--- src/rtl/pcall_pkg.sv ---
package pcall_pkg;
  localparam int ADDR_W = 7;
  localparam int BYTE_W = 8;
  localparam int WORD_W = 2 * BYTE_W;
  localparam logic [BYTE_W-1:0] CRC_POLY = 8'h07;

  // what the data line shows during a slot
  typedef enum logic [2:0] {
    SRC_REL,
    SRC_LOW,
    SRC_TX,
    SRC_START,
    SRC_STOP
  } sdaSrcT;

  typedef enum logic [2:0] {
    ST_IDLE,
    ST_START,
    ST_TX,
    ST_RACK,
    ST_RSTART,
    ST_RX,
    ST_MACK,
    ST_STOP
  } stateT;

  typedef struct packed {
    logic   launch;
    logic   run;
    sdaSrcT sdaSrc;
    logic   loadTx;
    logic [2:0] txSel;
    logic   shiftTx;
    logic   shiftRx;
    logic   crcTx;
    logic   crcRx;
    logic   storeLo;
    logic   storeHi;
    logic   checkPec;
  } strobeT;
endpackage

--- src/rtl/pcall_datapath.sv ---
module pcall_datapath
  import pcall_pkg::*;
#(
  parameter int DIV_W = 8
) (
  input  logic                clk,
  input  logic                rstN,
  input  strobeT              strb,
  input  logic [DIV_W-1:0]    divCount,
  input  logic [ADDR_W-1:0]   tgtAddr,
  input  logic [BYTE_W-1:0]   cmdByte,
  input  logic [WORD_W-1:0]   wrWord,
  input  logic                sdaIn,
  output logic                slotEnd,
  output logic                sampledBit,
  output logic                sclDriveLow,
  output logic                sdaDriveLow,
  output logic [WORD_W-1:0]   rdWord,
  output logic                pecErr
);
  localparam int NUM_Q = 4;
  localparam logic [1:0] LAST_Q = 2'(NUM_Q - 1);
  localparam logic [1:0] SAMPLE_Q = 2'd2;

  logic [DIV_W-1:0]  divCnt;
  logic [1:0]        quarter;
  logic              qEnd;
  logic [ADDR_W-1:0] addrQ;
  logic [BYTE_W-1:0] cmdQ;
  logic [WORD_W-1:0] wrQ;
  logic [BYTE_W-1:0] txShift;
  logic [BYTE_W-1:0] rxShift;
  logic [BYTE_W-1:0] crc;
  logic [BYTE_W-1:0] rdLo;
  logic [BYTE_W-1:0] rdHi;
  logic              sclRel;
  logic              sdaRel;
  logic              lvlA;
  logic              lvlB;

  function automatic logic [BYTE_W-1:0] crcStep(input logic [BYTE_W-1:0] c, input logic b);
    logic fb;
    fb = c[BYTE_W-1] ^ b;
    return {c[BYTE_W-2:0], 1'b0} ^ (fb ? CRC_POLY : '0);
  endfunction

  // quarter-slot timing
  assign qEnd    = strb.run && (divCnt == divCount);
  assign slotEnd = qEnd && (quarter == LAST_Q);

  always_ff @(posedge clk or negedge rstN) begin
    if (!rstN) begin
      divCnt  <= '0;
      quarter <= '0;
    end else if (!strb.run) begin
      divCnt  <= '0;
      quarter <= '0;
    end else if (qEnd) begin
      divCnt  <= '0;
      quarter <= quarter + 2'd1;
    end else begin
      divCnt  <= divCnt + 1'b1;
    end
  end

  always_ff @(posedge clk or negedge rstN) begin
    if (!rstN) sampledBit <= 1'b1;
    else if (qEnd && quarter == SAMPLE_Q) sampledBit <= sdaIn;
  end

  // request capture
  always_ff @(posedge clk or negedge rstN) begin
    if (!rstN) begin
      addrQ <= '0;
      cmdQ  <= '0;
      wrQ   <= '0;
    end else if (strb.launch) begin
      addrQ <= tgtAddr;
      cmdQ  <= cmdByte;
      wrQ   <= wrWord;
    end
  end

  // transmit shifter
  always_ff @(posedge clk or negedge rstN) begin
    if (!rstN) begin
      txShift <= '1;
    end else if (strb.loadTx) begin
      case (strb.txSel)
        3'd0:    txShift <= {addrQ, 1'b0};
        3'd1:    txShift <= cmdQ;
        3'd2:    txShift <= wrQ[BYTE_W-1:0];
        3'd3:    txShift <= wrQ[WORD_W-1:BYTE_W];
        default: txShift <= {addrQ, 1'b1};
      endcase
    end else if (strb.shiftTx) begin
      txShift <= {txShift[BYTE_W-2:0], 1'b1};
    end
  end

  // receive shifter and result word
  always_ff @(posedge clk or negedge rstN) begin
    if (!rstN) begin
      rxShift <= '0;
      rdLo    <= '0;
      rdHi    <= '0;
    end else begin
      if (strb.shiftRx) rxShift <= {rxShift[BYTE_W-2:0], sampledBit};
      if (strb.storeLo) rdLo <= rxShift;
      if (strb.storeHi) rdHi <= rxShift;
    end
  end

  assign rdWord = {rdHi, rdLo};

  // running checksum and compare
  always_ff @(posedge clk or negedge rstN) begin
    if (!rstN) begin
      crc    <= '0;
      pecErr <= 1'b0;
    end else if (strb.launch) begin
      crc    <= '0;
      pecErr <= 1'b0;
    end else begin
      if (strb.crcTx) crc <= crcStep(crc, txShift[BYTE_W-1]);
      else if (strb.crcRx) crc <= crcStep(crc, sampledBit);
      if (strb.checkPec) pecErr <= (rxShift != crc);
    end
  end

  // line levels: A in quarters 1-2, B in quarter 3, held in quarter 0
  always_comb begin
    case (strb.sdaSrc)
      SRC_LOW:   begin lvlA = 1'b0;              lvlB = 1'b0;              end
      SRC_TX:    begin lvlA = txShift[BYTE_W-1]; lvlB = txShift[BYTE_W-1]; end
      SRC_START: begin lvlA = 1'b1;              lvlB = 1'b0;              end
      SRC_STOP:  begin lvlA = 1'b0;              lvlB = 1'b1;              end
      default:   begin lvlA = 1'b1;              lvlB = 1'b1;              end
    endcase
  end

  always_ff @(posedge clk or negedge rstN) begin
    if (!rstN) begin
      sclRel <= 1'b1;
      sdaRel <= 1'b1;
    end else begin
      sclRel <= !strb.run || quarter[1];
      if (!strb.run) sdaRel <= 1'b1;
      else begin
        case (quarter)
          2'd0:    sdaRel <= sdaRel;
          LAST_Q:  sdaRel <= lvlB;
          default: sdaRel <= lvlA;
        endcase
      end
    end
  end

  assign sclDriveLow = !sclRel;
  assign sdaDriveLow = !sdaRel;

  // data moves under a high clock only for start-type or stop slots
  assert_sda_while_high_R9: assert property (@(posedge clk) disable iff (!rstN)
    ((sdaRel != $past(sdaRel)) && sclRel && $past(sclRel))
      |-> ($past(strb.sdaSrc) == SRC_START || $past(strb.sdaSrc) == SRC_STOP));

  // lines are free whenever no exchange runs
  assert_idle_release_R1: assert property (@(posedge clk) disable iff (!rstN)
    !strb.run |-> (sclRel && sdaRel));

  // the quarter counter never runs past the programmed length
  assert_div_bound_R10: assert property (@(posedge clk) disable iff (!rstN)
    strb.run |-> (divCnt <= divCount));
endmodule

--- src/rtl/pcall_ctrl.sv ---
module pcall_ctrl
  import pcall_pkg::*;
(
  input  logic   clk,
  input  logic   rstN,
  input  logic   startReq,
  input  logic   pecOn,
  input  logic   slotEnd,
  input  logic   sampledBit,
  output strobeT strb,
  output logic   busy,
  output logic   done,
  output logic   nackErr
);
  localparam logic [2:0] TX_HI_IDX = 3'd3;
  localparam logic [2:0] TX_RD_IDX = 3'd4;
  localparam int SLOT_W = 7;
  localparam logic [SLOT_W-1:0] LEN_PLAIN = SLOT_W'(65);
  localparam logic [SLOT_W-1:0] LEN_PEC   = SLOT_W'(74);

  stateT             state;
  logic [2:0]        bitCnt;
  logic [2:0]        txIdx;
  logic [1:0]        rxIdx;
  logic              pecQ;
  logic [SLOT_W-1:0] slotCnt;
  logic              byteDone;
  logic              ackLow;
  logic              lastRead;

  assign byteDone = (bitCnt == 3'd7);
  assign ackLow   = (rxIdx == 2'd0) || (rxIdx == 2'd1 && pecQ);
  assign lastRead = (rxIdx == 2'd1 && !pecQ) || (rxIdx == 2'd2);
  assign busy     = (state != ST_IDLE);

  always_comb begin
    strb        = '0;
    strb.run    = (state != ST_IDLE);
    strb.launch = (state == ST_IDLE) && startReq;
    case (state)
      ST_START:  strb.sdaSrc = SRC_START;
      ST_RSTART: strb.sdaSrc = SRC_START;
      ST_STOP:   strb.sdaSrc = SRC_STOP;
      ST_TX:     strb.sdaSrc = SRC_TX;
      ST_MACK:   strb.sdaSrc = ackLow ? SRC_LOW : SRC_REL;
      default:   strb.sdaSrc = SRC_REL;
    endcase
    if (slotEnd) begin
      case (state)
        ST_START: begin
          strb.loadTx = 1'b1;
          strb.txSel  = 3'd0;
        end
        ST_TX: begin
          strb.shiftTx = 1'b1;
          strb.crcTx   = 1'b1;
        end
        ST_RACK: begin
          if (!sampledBit && txIdx < TX_HI_IDX) begin
            strb.loadTx = 1'b1;
            strb.txSel  = txIdx + 3'd1;
          end
        end
        ST_RSTART: begin
          strb.loadTx = 1'b1;
          strb.txSel  = TX_RD_IDX;
        end
        ST_RX: begin
          strb.shiftRx = 1'b1;
          strb.crcRx   = (rxIdx != 2'd2);
        end
        ST_MACK: begin
          strb.storeLo  = (rxIdx == 2'd0);
          strb.storeHi  = (rxIdx == 2'd1);
          strb.checkPec = (rxIdx == 2'd2);
        end
        default: ;
      endcase
    end
  end

  always_ff @(posedge clk or negedge rstN) begin
    if (!rstN) begin
      state   <= ST_IDLE;
      bitCnt  <= '0;
      txIdx   <= '0;
      rxIdx   <= '0;
      pecQ    <= 1'b0;
      nackErr <= 1'b0;
      slotCnt <= '0;
      done    <= 1'b0;
    end else begin
      done <= 1'b0;
      if (strb.launch) begin
        state   <= ST_START;
        pecQ    <= pecOn;
        nackErr <= 1'b0;
        slotCnt <= '0;
        txIdx   <= '0;
        rxIdx   <= '0;
        bitCnt  <= '0;
      end else if (slotEnd) begin
        slotCnt <= slotCnt + 1'b1;
        case (state)
          ST_START: begin
            state  <= ST_TX;
            txIdx  <= '0;
            bitCnt <= '0;
          end
          ST_TX: begin
            bitCnt <= bitCnt + 3'd1;
            if (byteDone) state <= ST_RACK;
          end
          ST_RACK: begin
            if (sampledBit) begin
              nackErr <= 1'b1;
              state   <= ST_STOP;
            end else if (txIdx == TX_HI_IDX) begin
              state <= ST_RSTART;
            end else if (txIdx == TX_RD_IDX) begin
              state  <= ST_RX;
              bitCnt <= '0;
            end else begin
              txIdx <= txIdx + 3'd1;
              state <= ST_TX;
            end
          end
          ST_RSTART: begin
            txIdx <= TX_RD_IDX;
            state <= ST_TX;
          end
          ST_RX: begin
            bitCnt <= bitCnt + 3'd1;
            if (byteDone) state <= ST_MACK;
          end
          ST_MACK: begin
            if (lastRead) state <= ST_STOP;
            else begin
              rxIdx <= rxIdx + 2'd1;
              state <= ST_RX;
            end
          end
          ST_STOP: begin
            state <= ST_IDLE;
            done  <= 1'b1;
          end
          default: state <= ST_IDLE;
        endcase
      end
    end
  end

  // completion strobe lasts a single cycle
  assert_done_pulse_R11: assert property (@(posedge clk) disable iff (!rstN)
    done |=> !done);

  // a high acknowledge slot leads straight to stop with the flag raised
  assert_nack_stop_R8: assert property (@(posedge clk) disable iff (!rstN)
    (state == ST_RACK && slotEnd && sampledBit) |=> (state == ST_STOP && nackErr));

  // a full plain exchange ends after 66 slots
  assert_len_plain_R5: assert property (@(posedge clk) disable iff (!rstN)
    (state == ST_STOP && slotEnd && !nackErr && !pecQ) |-> (slotCnt == LEN_PLAIN));

  // a full checked exchange ends after 75 slots
  assert_len_pec_R6: assert property (@(posedge clk) disable iff (!rstN)
    (state == ST_STOP && slotEnd && !nackErr && pecQ) |-> (slotCnt == LEN_PEC));

  // a request during an exchange does not disturb the captured mode
  assert_busy_ignore_R12: assert property (@(posedge clk) disable iff (!rstN)
    (busy && startReq) |=> $stable(pecQ));
endmodule

--- src/rtl/smbus_pcall_master.sv ---
module smbus_pcall_master
  import pcall_pkg::*;
#(
  parameter int DIV_W = 8
) (
  input  logic              clk,
  input  logic              rstN,
  input  logic              startReq,
  input  logic [ADDR_W-1:0] tgtAddr,
  input  logic [BYTE_W-1:0] cmdByte,
  input  logic [WORD_W-1:0] wrWord,
  input  logic              pecOn,
  input  logic [DIV_W-1:0]  divCount,
  input  logic              sdaIn,
  output logic              sclDriveLow,
  output logic              sdaDriveLow,
  output logic              busy,
  output logic              done,
  output logic              nackErr,
  output logic              pecErr,
  output logic [WORD_W-1:0] rdWord
);
  strobeT strb;
  logic   slotEnd;
  logic   sampledBit;

  pcall_ctrl uCtrl (
    .clk        (clk),
    .rstN       (rstN),
    .startReq   (startReq),
    .pecOn      (pecOn),
    .slotEnd    (slotEnd),
    .sampledBit (sampledBit),
    .strb       (strb),
    .busy       (busy),
    .done       (done),
    .nackErr    (nackErr)
  );

  pcall_datapath #(.DIV_W(DIV_W)) uData (
    .clk         (clk),
    .rstN        (rstN),
    .strb        (strb),
    .divCount    (divCount),
    .tgtAddr     (tgtAddr),
    .cmdByte     (cmdByte),
    .wrWord      (wrWord),
    .sdaIn       (sdaIn),
    .slotEnd     (slotEnd),
    .sampledBit  (sampledBit),
    .sclDriveLow (sclDriveLow),
    .sdaDriveLow (sdaDriveLow),
    .rdWord      (rdWord),
    .pecErr      (pecErr)
  );
endmodule

--- config.mk ---
export PLATFORM = sky130hd
export DESIGN_NAME = smbus_pcall_master
export DESIGN_NICKNAME = d
export VERILOG_FILES = /design/src/rtl/pcall_pkg.sv /design/src/rtl/pcall_datapath.sv /design/src/rtl/pcall_ctrl.sv /design/src/rtl/smbus_pcall_master.sv
export SDC_FILE = /design/constraint.sdc
export NUM_CORES = 1
export LEC_CHECK = 0
export BUFFER_PORTS_ARGS = -buffer_cell sky130_fd_sc_hd__buf_4
export CORE_MARGIN = 4
export CORE_UTILIZATION = 40
export CTS_CLUSTER_DIAMETER = 120
export CTS_CLUSTER_SIZE = 25
export DETAILED_ROUTE_END_ITERATION = 8
export SETUP_SLACK_MARGIN = 0.4
export SLEW_MARGIN = 20
export SYNTH_ARGS = -nofsm -noshare
export SYNTH_HDL_FRONTEND = slang
export SYNTH_SLANG_ARGS = --single-unit
--- constraint.sdc ---
create_clock -name clk -period 4.8 [get_ports clk]
set_clock_uncertainty 0.05 [all_clocks]
set_input_delay 1.44 -clock clk [delete_from_list [all_inputs] [get_ports clk]]
set_output_delay 1.44 -clock clk [all_outputs]
set_load 0.01 [all_outputs]
# After elaboration in Yosys (flattened, before gate mapping)
# Index checks and enable logic that the tools add are counted.
# word_totals
wordCells	161
output_inout_bits	22
inputBits	44
ff_bits	99
# classes
n_mux	59
addsub	5
bitwise_logic	4
magnitude_cmp	1
reduce_logical	38
eq_ne	33
# op_table
operator	n
3-bit two-way mux	20
8-bit two-way mux	7
8-bit case mux with 4 select lines	1
3-bit by 2-bit equality test with 1-bit output, second input constant	7
3-bit equality test, second input constant	7
3-bit case mux with 3 select lines	2
8-bit bitwise XOR	2
3-bit case mux with 5 select lines	1
1-bit two-way mux	14
2-bit two-way mux	7
3-bit case mux with 4 select lines	1
4-bit case mux with 3 select lines	1
2-bit nonzero test	6
11-bit two-way mux	1
5-bit AND reduction	2
3-bit by 1-bit equality test with 1-bit output, second input constant	3
3-bit by 2-bit != test with 1-bit output, second input constant	3
3-bit != test, second input constant	3
3-bit AND reduction	3
8-bit by 1-bit adder with 8-bit output, second input constant	1
8-bit equality test	1
8-bit != test	1
4-bit nonzero test	2
2-bit OR reduction	4
other kinds (16)	40

# Depth between registers and ports, before layout
# Gate-level depths: netlist of run 1.
# depth
ltp_word	10
ltp_mapped	7
ltp_nobuf	7

# By module
# A second synthesis of run 1 with hierarchy kept.
# hier_totals
cells_unflattened	443
hier_area_um2	5017.3
# by_module_without_submodules
module	n_inst	area_per_inst_um2	seq_area_each_um2	cells_per_inst
pcall_datapath	1	3903.7	2140.8	311
pcall_ctrl	1	1113.6	350.3	132

# Worst setup path before layout of run 1
# OpenSTA, ideal clock, no wires.
# synth_path
kind	input port to flip-flop
from	input divCount[4]
to	register uData.rdHi[0]
setup_ps	125
stages	5
path_buffers	0
required_time_ps	4625
slack_ps	1714
t_arrival_ps	2911
path_cell_list	xnor2_1 nand4_4 nor4_4 nand3_4 mux2_4
# synth_via
elab_chain_cells	4
# synth_rtl
item	line_no	source
start: declaration	smbus_pcall_master.sv:13	input logic [DIV_W-1:0] divCount,
8-bit equality test	pcall_datapath.sv:48	assign qEnd = strb.run && (divCnt == divCount);
1-bit logical AND	pcall_datapath.sv:48	
1-bit logical AND	pcall_datapath.sv:49	assign slotEnd = qEnd && (quarter == LAST_Q);
11-bit two-way mux	pcall_ctrl.sv:48	if (slotEnd) begin
end signal: assignment	pcall_datapath.sv:110	if (strb.storeHi) rdHi <= rxShift;
end: declaration	pcall_datapath.sv:35	logic [BYTE_W-1:0] rdHi;
# Every way passes these cells.
# A chain may end at the register's enable or synchronous reset.

# Worst setup path in the final report of run 1
# layout_path
from	register uCtrl.state[0]
to	output busy
# layout_via
elab_chain_cells	1
# layout_rtl
item	line_no	source
start: declaration	pcall_ctrl.sv:21	stateT state;
start signal: assignment	pcall_ctrl.sv:84	state <= ST_IDLE;
start signal: assignment	pcall_ctrl.sv:95	state <= ST_START;
start signal: assignment	pcall_ctrl.sv:106	state <= ST_TX;
3-bit nonzero test	pcall_ctrl.sv:34	assign busy = (state != ST_IDLE);
end: declaration	smbus_pcall_master.sv:17	output logic busy,
# Every way passes these cells.

==> out/metrics.csv, run 1 <==
stage,metric,value,unit
sta,fmax,307,MHz
grt,grt_pass1_wl,19000,um
grt,grt_overflow,0,
grt,grt_max_degree,52,
route,wl_per_cell,15.0,um
layout,multiInputGateArea,2540,um^2
layout,register_area,2490,um^2
placed_design,gp_congestion,0.844,
layout,diodes,0,
min_path,hold_class,reg2reg,
clock_tree,clock_sinks,99,
route,post-route-drc-count,0,
layout,area_growth,17.8,%
synth,synth-main-ff-cell,dfrtp_1,
grt,grt_pass1_vias,3775,
die,die_x,122,um
layout,layout.nets,631,
clock_tree,insertion_delay,0.35,ns
route,via_per_inst,5.17,
route,wirelength,11200,um
route,first_iter_violations,235,
clock_tree,cts_made_buffers,9,
synth,ys_types,64,
die,fp-row-count,41,
clock_tree,postCtsSetupBuffers,0,
clock_tree,cts-hold-fix-buffers,0,
route,num_vias,3889,
sta,setup_viol,0,
clock_tree,cts_tree,yes,
setup_path,worstSetupEndpointType,primary output,
sta,tightestPinTransition,0.847,ns
layout,layout_common_cells,"117 x nand2_1, 88 x dfrtp_1, 69 x buf_4, 29 x nor2_1, 23 x a21oi_1",
sta,rsz0062_at_grt,false,
power_and_ir_drop,leakage,2.97,nW
synth,syn-instance-count,516,
placed_design,portBuffers,65,
synth,ys_ff_latch,99,
synth,synth_edf_count,0,
grt,antenna_found_initial,0,
placed_design,dpl.hpwl,8250,um
setup_path,crit_path_start_kind,flip-flop,
sta,hold_viol_final,0,
sta,slew_headroom,43.5,%
layout,layout-drive-gt1-share,24.3,%
sta,hold_slack,0.428,ns
synth,syn_nets,572,
sta,fin_crit_sh,67.9,%
sta,finalSetupTns,0,ns
sta,slew_violations,0,
die,design.portCount,66,
synth,avgSynthCellArea,10.1,um^2
run,cap_viol_max_count,0,
die,die-height,122,um
setup_path,timing_worst_setup_path_type,reg2out,
clock_tree,cts-resized-gates,0,
route,first_pass_iters,6,
status,status,"complete, no violations",
layout,final_util,48.3,%
setup_path,cp_data_arrival_time,1.77,ns
sta,period_needed,3.26,ns
synth,syn_area,5190,um^2
route,postRouteAntennaNets,0,
power_and_ir_drop,power_density,325,nW/um^2
synth,ys_warn_count,0,
power_and_ir_drop,vdd_drop_max,0.159,mV
clock_tree,root_buffer,clkbuf_16,
layout,layout_commonest_cell,nand2_1,
die,dieArea,14900,um^2
die,initial_core_util,41.0,%
die,core,12700,um^2
synth,ys_async_sr_fraction,100,%
layout,nFillCells,1224,
setup_path,crit_required,3.31,ns
clock_tree,h-tree-depth,3,
clock_tree,clk_path_buf_depth,2,
grt,grt_usage,16.0,%
setup_path,crit_fanout,19,
clock_tree,clkTransAtPathRegs,0.07,ns
synth,ys_seq_area_share,48.0,%
==> path summary, 6_finish.rpt <==
kind                       cells past startpoint  slack (ns)          endpoint           start
hold reg to reg                                2        0.43     uData.cmdQ[3]   uData.cmdQ[3]
setup reg to reg                               5        1.96    uCtrl.state[0]  uCtrl.state[0]
min in group asynchronous                      1        1.07     uData.rdLo[1]            rstN
max in group asynchronous                      2        2.80  uData.txShift[7]            rstN
setup / recovery                               3        1.54              busy  uCtrl.state[0]
hold / removal                                 2        0.43     uData.cmdQ[3]   uData.cmdQ[3]
==> cells in the mapped netlist (2+ instances only) <==
cell,number,area [um^2]
ha_1,12,150
o2bb2ai_1,3,26.3
mux2i_1,11,110
nor2_1,29,109
and2_1,4,25.0
o31ai_1,2,15.0
nand2_1,117,439
mux2_2,9,101
inv_1,20,75.1
and3_1,3,18.8
a21oi_1,23,115
xnor2_1,12,105
nand3_4,2,35.0
nor4_1,3,18.8
o22ai_1,10,62.6
and4_1,4,35.0
o21ai_0,12,60.1
o21ai_1,3,15.0
xnor2_2,6,97.6
buf_2,5,25.0
nor3_1,4,20.0
nand3_1,12,60.1
nor3_2,2,20.0
nand4_4,2,42.5
clkbuf_1,14,52.6
o211ai_1,5,37.5
a221o_1,4,40.0
o21a_1,2,15.0
nand4_1,8,50.1
xor2_1,5,43.8
nor3b_1,5,37.5
dfrtp_1,88,2200
mux2_4,16,240
a211o_1,2,17.5
nand2b_1,2,12.5
dfstp_2,11,289
a31oi_1,7,43.8
nor2b_1,9,56.3
a211oi_1,2,15.0
nand3b_1,2,15.0
==> per-layer routing <==
metal / track usage (%) / up-vias / routed length [um]
met3: 3.34 / 11 / 614
met4: 4.83 / 0 / 155
met5: 0 / - / 0
met1: 23.3 / 1865 / 5480
met2: 24.1 / 98 / 5000
li1: - / 1915 / -
==> where the power goes <==
part | internal (mW) | switching (mW)
sequential | 0.890 | 0.0771
clock | 0.355 | 0.330
combinational | 0.155 | 0.183
total | 1.40 | 0.590
==> layout make-up <==
type                    instances  share of cell area, %
clock inverters                 7                  0.879
repair buffers                 69                   8.47
flip-flops and latches         99                   40.7
inverters                      21                   1.29
well taps                     172                   3.52
clock buffers                   9                   3.68
multi-input cells             375                   41.5
==> sequential cells by signal, indices dropped and copies added, names as in the netlist, 8 cells and up <==
register and flops:
uData.rxShift 8, uData.wrQ 16, uData.rdLo 8, uData.divCnt 8, uData.txShift 8, uData.rdHi 8
uData.cmdQ 8, uData.crc 8
==> through the flow <==
step / total power [mW] / setup WS (ns) / instances / instance area, um^2
final: 1.99 / 1.54 / 752 / 6120
after global placement: 1.31 / 1.31 / 736 / 5840
after floorplan: 1.21 / 1.71 / 516 / 5190
after detailed placement: 1.32 / 1.19 / 736 / 5840
after CTS: 2.01 / 1.56 / 752 / 6120
after global routing: 2.09 / 1.47 / 752 / 6120
==> critical path: stages (launching register included) <==
cell and delay, ns:
dfrtp_1 0.63, nor3_2 0.46, inv_2 0.15, buf_4 0.18
==> cells by family (layout without fill, tap and decap cells) <==
family | after synthesis | after routing | share of synthesized area, %
muxes | 36 | 36 | 8.69
buffers and inverters | 42 | 106 | 3.23
DFF | 99 | 99 | 48.0
and+or+nand+nor | 216 | 216 | 20.8
AOI/OAI and AO/OA | 88 | 88 | 11.7
xor gates and xnor gates | 23 | 23 | 4.74
adders and majority gates | 12 | 12 | 2.89
No activity file was read; power rests on OpenSTA's default activity.
==> run 2, diff against run 1 <==
- clock period: 4.8 -> 3 ns (I/O delays scaled with it)
==> out/metrics.csv, run 2 (synthesis results as in run 1) <==
stage,metric,value,unit,change
grt,antenna_found_initial,0,,unchanged
sta,rsz0062_at_grt,false,,unchanged
setup_path,crit_fanout,12,,was 19
sta,hold_slack,0.424,ns,was 0.428 ns
placed_design,gp_congestion,0.891,,was 0.844
placed_design,portBuffers,65,,unchanged
sta,fin_crit_sh,82.1,%,
layout,largest_reg_flops,16,,unchanged
sta,fmax,406,MHz,
clock_tree,root_buffer,clkbuf_16,,unchanged
clock_tree,cts_tree,yes,,unchanged
layout,layout.nets,639,,was 631
grt,busiest_layer,met2,,unchanged
power_and_ir_drop,power,3.18,mW,was 1.99 mW
setup_path,r2r-start,uCtrl.txIdx[0],,was uCtrl.state[0]
sta,period_needed,2.46,ns,
setup_path,timing_worst_setup_path_type,reg2out,,unchanged
route,num_vias,3921,,was 3889
layout,area_growth,19.1,%,was 17.8%
power_and_ir_drop,power_density,515,nW/um^2,was 325 nW/um^2
placed_design,dpl.hpwl,8270,um,was 8250 um
die,core,12700,um^2,unchanged
run,cap_viol_max_count,0,,unchanged
die,initial_core_util,41.0,%,unchanged
sta,setup_viol,0,,unchanged
layout,stdcell_area,6190,um^2,was 6120 um^2
setup_path,crit_slowest_cell,dfrtp_1,,unchanged
die,dieArea,14900,um^2,unchanged
layout,top_register,uData.wrQ,,unchanged
placed_design,placed_area,5910,um^2,was 5840 um^2
clock_tree,insertion_delay,0.35,ns,about the same
grt,grt_overflow,0,,unchanged
sta,tightestPinTransition,0.688,ns,was 0.847 ns
grt,grt_usage,16.4,%,was 16.0%
layout,layout_commonest_cell,nand2_1,,unchanged
grt,grt_max_degree,58,,was 52
clock_tree,clkTransAtPathRegs,0.06,ns,was 0.07 ns
setup_path,crit_required,2.05,ns,was 3.31 ns
clock_tree,cts_made_buffers,9,,unchanged
grt,grt_pass1_vias,3984,,was 3775
sta,slew_violations,0,,unchanged
layout,final_util,48.8,%,was 48.3%
grt,grt_pass1_wl,19400,um,was 19000 um
setup_path,worstSetupEndpointType,primary output,,unchanged
route,postRouteAntennaNets,0,,unchanged
die,die-height,122,um,unchanged
setup_path,timing.rr.end,uData.txShift[4],,was uCtrl.state[0]
route,wirelength,11500,um,was 11200 um
status,status,"complete, no violations",,unchanged
setup_path,reg2regPathDepth,5,,unchanged
clock_tree,h-tree-depth,3,,unchanged
route,via_per_inst,5.16,,was 5.17
route,first_pass_iters,6,,unchanged
layout,stdcell_count,760,,was 752
placed_design,dp_slack,0.207,ns,was 1.19 ns
min_path,min_to,uData.cmdQ[0],,was uData.cmdQ[3]
sta,hold_viol_final,0,,unchanged
setup_path,crit_path_start_kind,flip-flop,,unchanged
setup_path,slowest_delay,0.54,ns,was 0.63 ns
clock_tree,postCtsSetupBuffers,0,,unchanged
layout,diodes,0,,unchanged
sta,finalSetupTns,0,ns,unchanged
layout,layout_common_cells,"117 x nand2_1, 86 x dfrtp_1, 76 x buf_4, 29 x nor2_1, 23 x a21oi_1",,"was 117 x nand2_1, 88 x dfrtp_1, 69 x buf_4, 29 x nor2_1, 23 x a21oi_1"
min_path,min_path_cells,2,,unchanged
grt,use_met3,3.20,%,was 3.34%
layout,layout-drive-gt1-share,25.2,%,was 24.3%
placed_design,place_inst,744,,was 736
clock_tree,clk_path_buf_depth,2,,unchanged
min_path,min_from,uData.cmdQ[0],,was uData.cmdQ[3]
clock_tree,clock_sinks,99,,unchanged
power_and_ir_drop,leakage,3.00,nW,was 2.97 nW
setup_path,path_cells,"nor3_4, inv_2, buf_4",,"was nor3_2, inv_2, buf_4"
die,fp-row-count,41,,unchanged
route,post-route-drc-count,0,,unchanged
power_and_ir_drop,vdd_drop_max,0.264,mV,was 0.159 mV
sta,setup_slack,0.536,ns,was 1.54 ns
die,design.portCount,66,,unchanged
die,die_x,122,um,unchanged
route,wl_per_cell,15.1,um,was 15.0 um
route,first_iter_violations,226,,was 235
setup_path,cp_data_arrival_time,1.51,ns,was 1.77 ns
min_path,hold_class,reg2reg,,unchanged
grt,met2_usage,24.7,%,was 24.1%
grt,grtUsageMet1,23.5,%,was 23.3%
sta,slew_headroom,54.0,%,was 43.5%
setup_path,r2r_slack,0.64,ns,was 1.96 ns
[run 2: cell count changes in the layout (fill, tap and decap cells not counted)]
| cell | delta |
|---|---|
| buf_12 | +1 |
| nor3_4 | +1 |
| inv_8 | -1 |
| nor3_2 | -1 |
| buf_4 | +7 |
| dfrtp_2 | +2 |
| clkinv_2 | -1 |
| dfrtp_1 | -2 |
| clkinvlp_4 | -1 |
| clkbuf_1 | +3 |
[run 2: cell type report]
class,instances,area [um^2]
fillers,1214,6480
multi-input cells,375,2540
flip-flops and latches,99,2490
repair buffers,77,591
clock buffers,12,236
well taps,172,215
inverters,21,78.8
clock inverters,4,30.0
[run 2: how the worst max path moves through the flow]
| stage | to | startpoint | cells past startpoint |
|---|---|---|---|
| 3_3_place_gp | uData.rdLo[5] | divCount[4] | 6 |
| 6_report | busy | uCtrl.state[0] | 3 |
| 2_1_floorplan | uData.rdHi[0] | divCount[4] | 5 |
| 4_1_cts | busy | uCtrl.state[1] | 3 |
| 5_1_grt | uData.txShift[4] | uCtrl.txIdx[0] | 5 |
| 3_5_place_dp | uData.rdLo[3] | divCount[4] | 6 |
[run 2: critical path: cells and delay by family, from the launching register on]
| kind | cells | cell delay [ns] |
|---|---|---|
| buffers and inverters | 2 | 0.29 |
| DFF | 1 | 0.54 |
| and+or+nand+nor | 1 | 0.34 |
[run 2: routing by layer]
metal | vias to the layer above | part of all wire [%]
met1 | 1897 | 49
li1 | 1928 | -
met4 | 0 | 1.5
met2 | 83 | 45
met3 | 13 | 4.9
met5 | - | 0
[run 2: timing repair]
item	in CTS	in global routing
setup endpoints to repair	0	2
hold buffers	0	0
resized for setup	0	3
[run 2: report_power, final]
group | internal, mW | leakage, nW | switching, mW | total (mW)
clock network | 0.565 | 0.127 | 0.505 | 1.07
registers | 1.42 | 1.28 | 0.112 | 1.54
logic | 0.256 | 1.59 | 0.320 | 0.576
total | 2.25 | 3.00 | 0.938 | 3.18
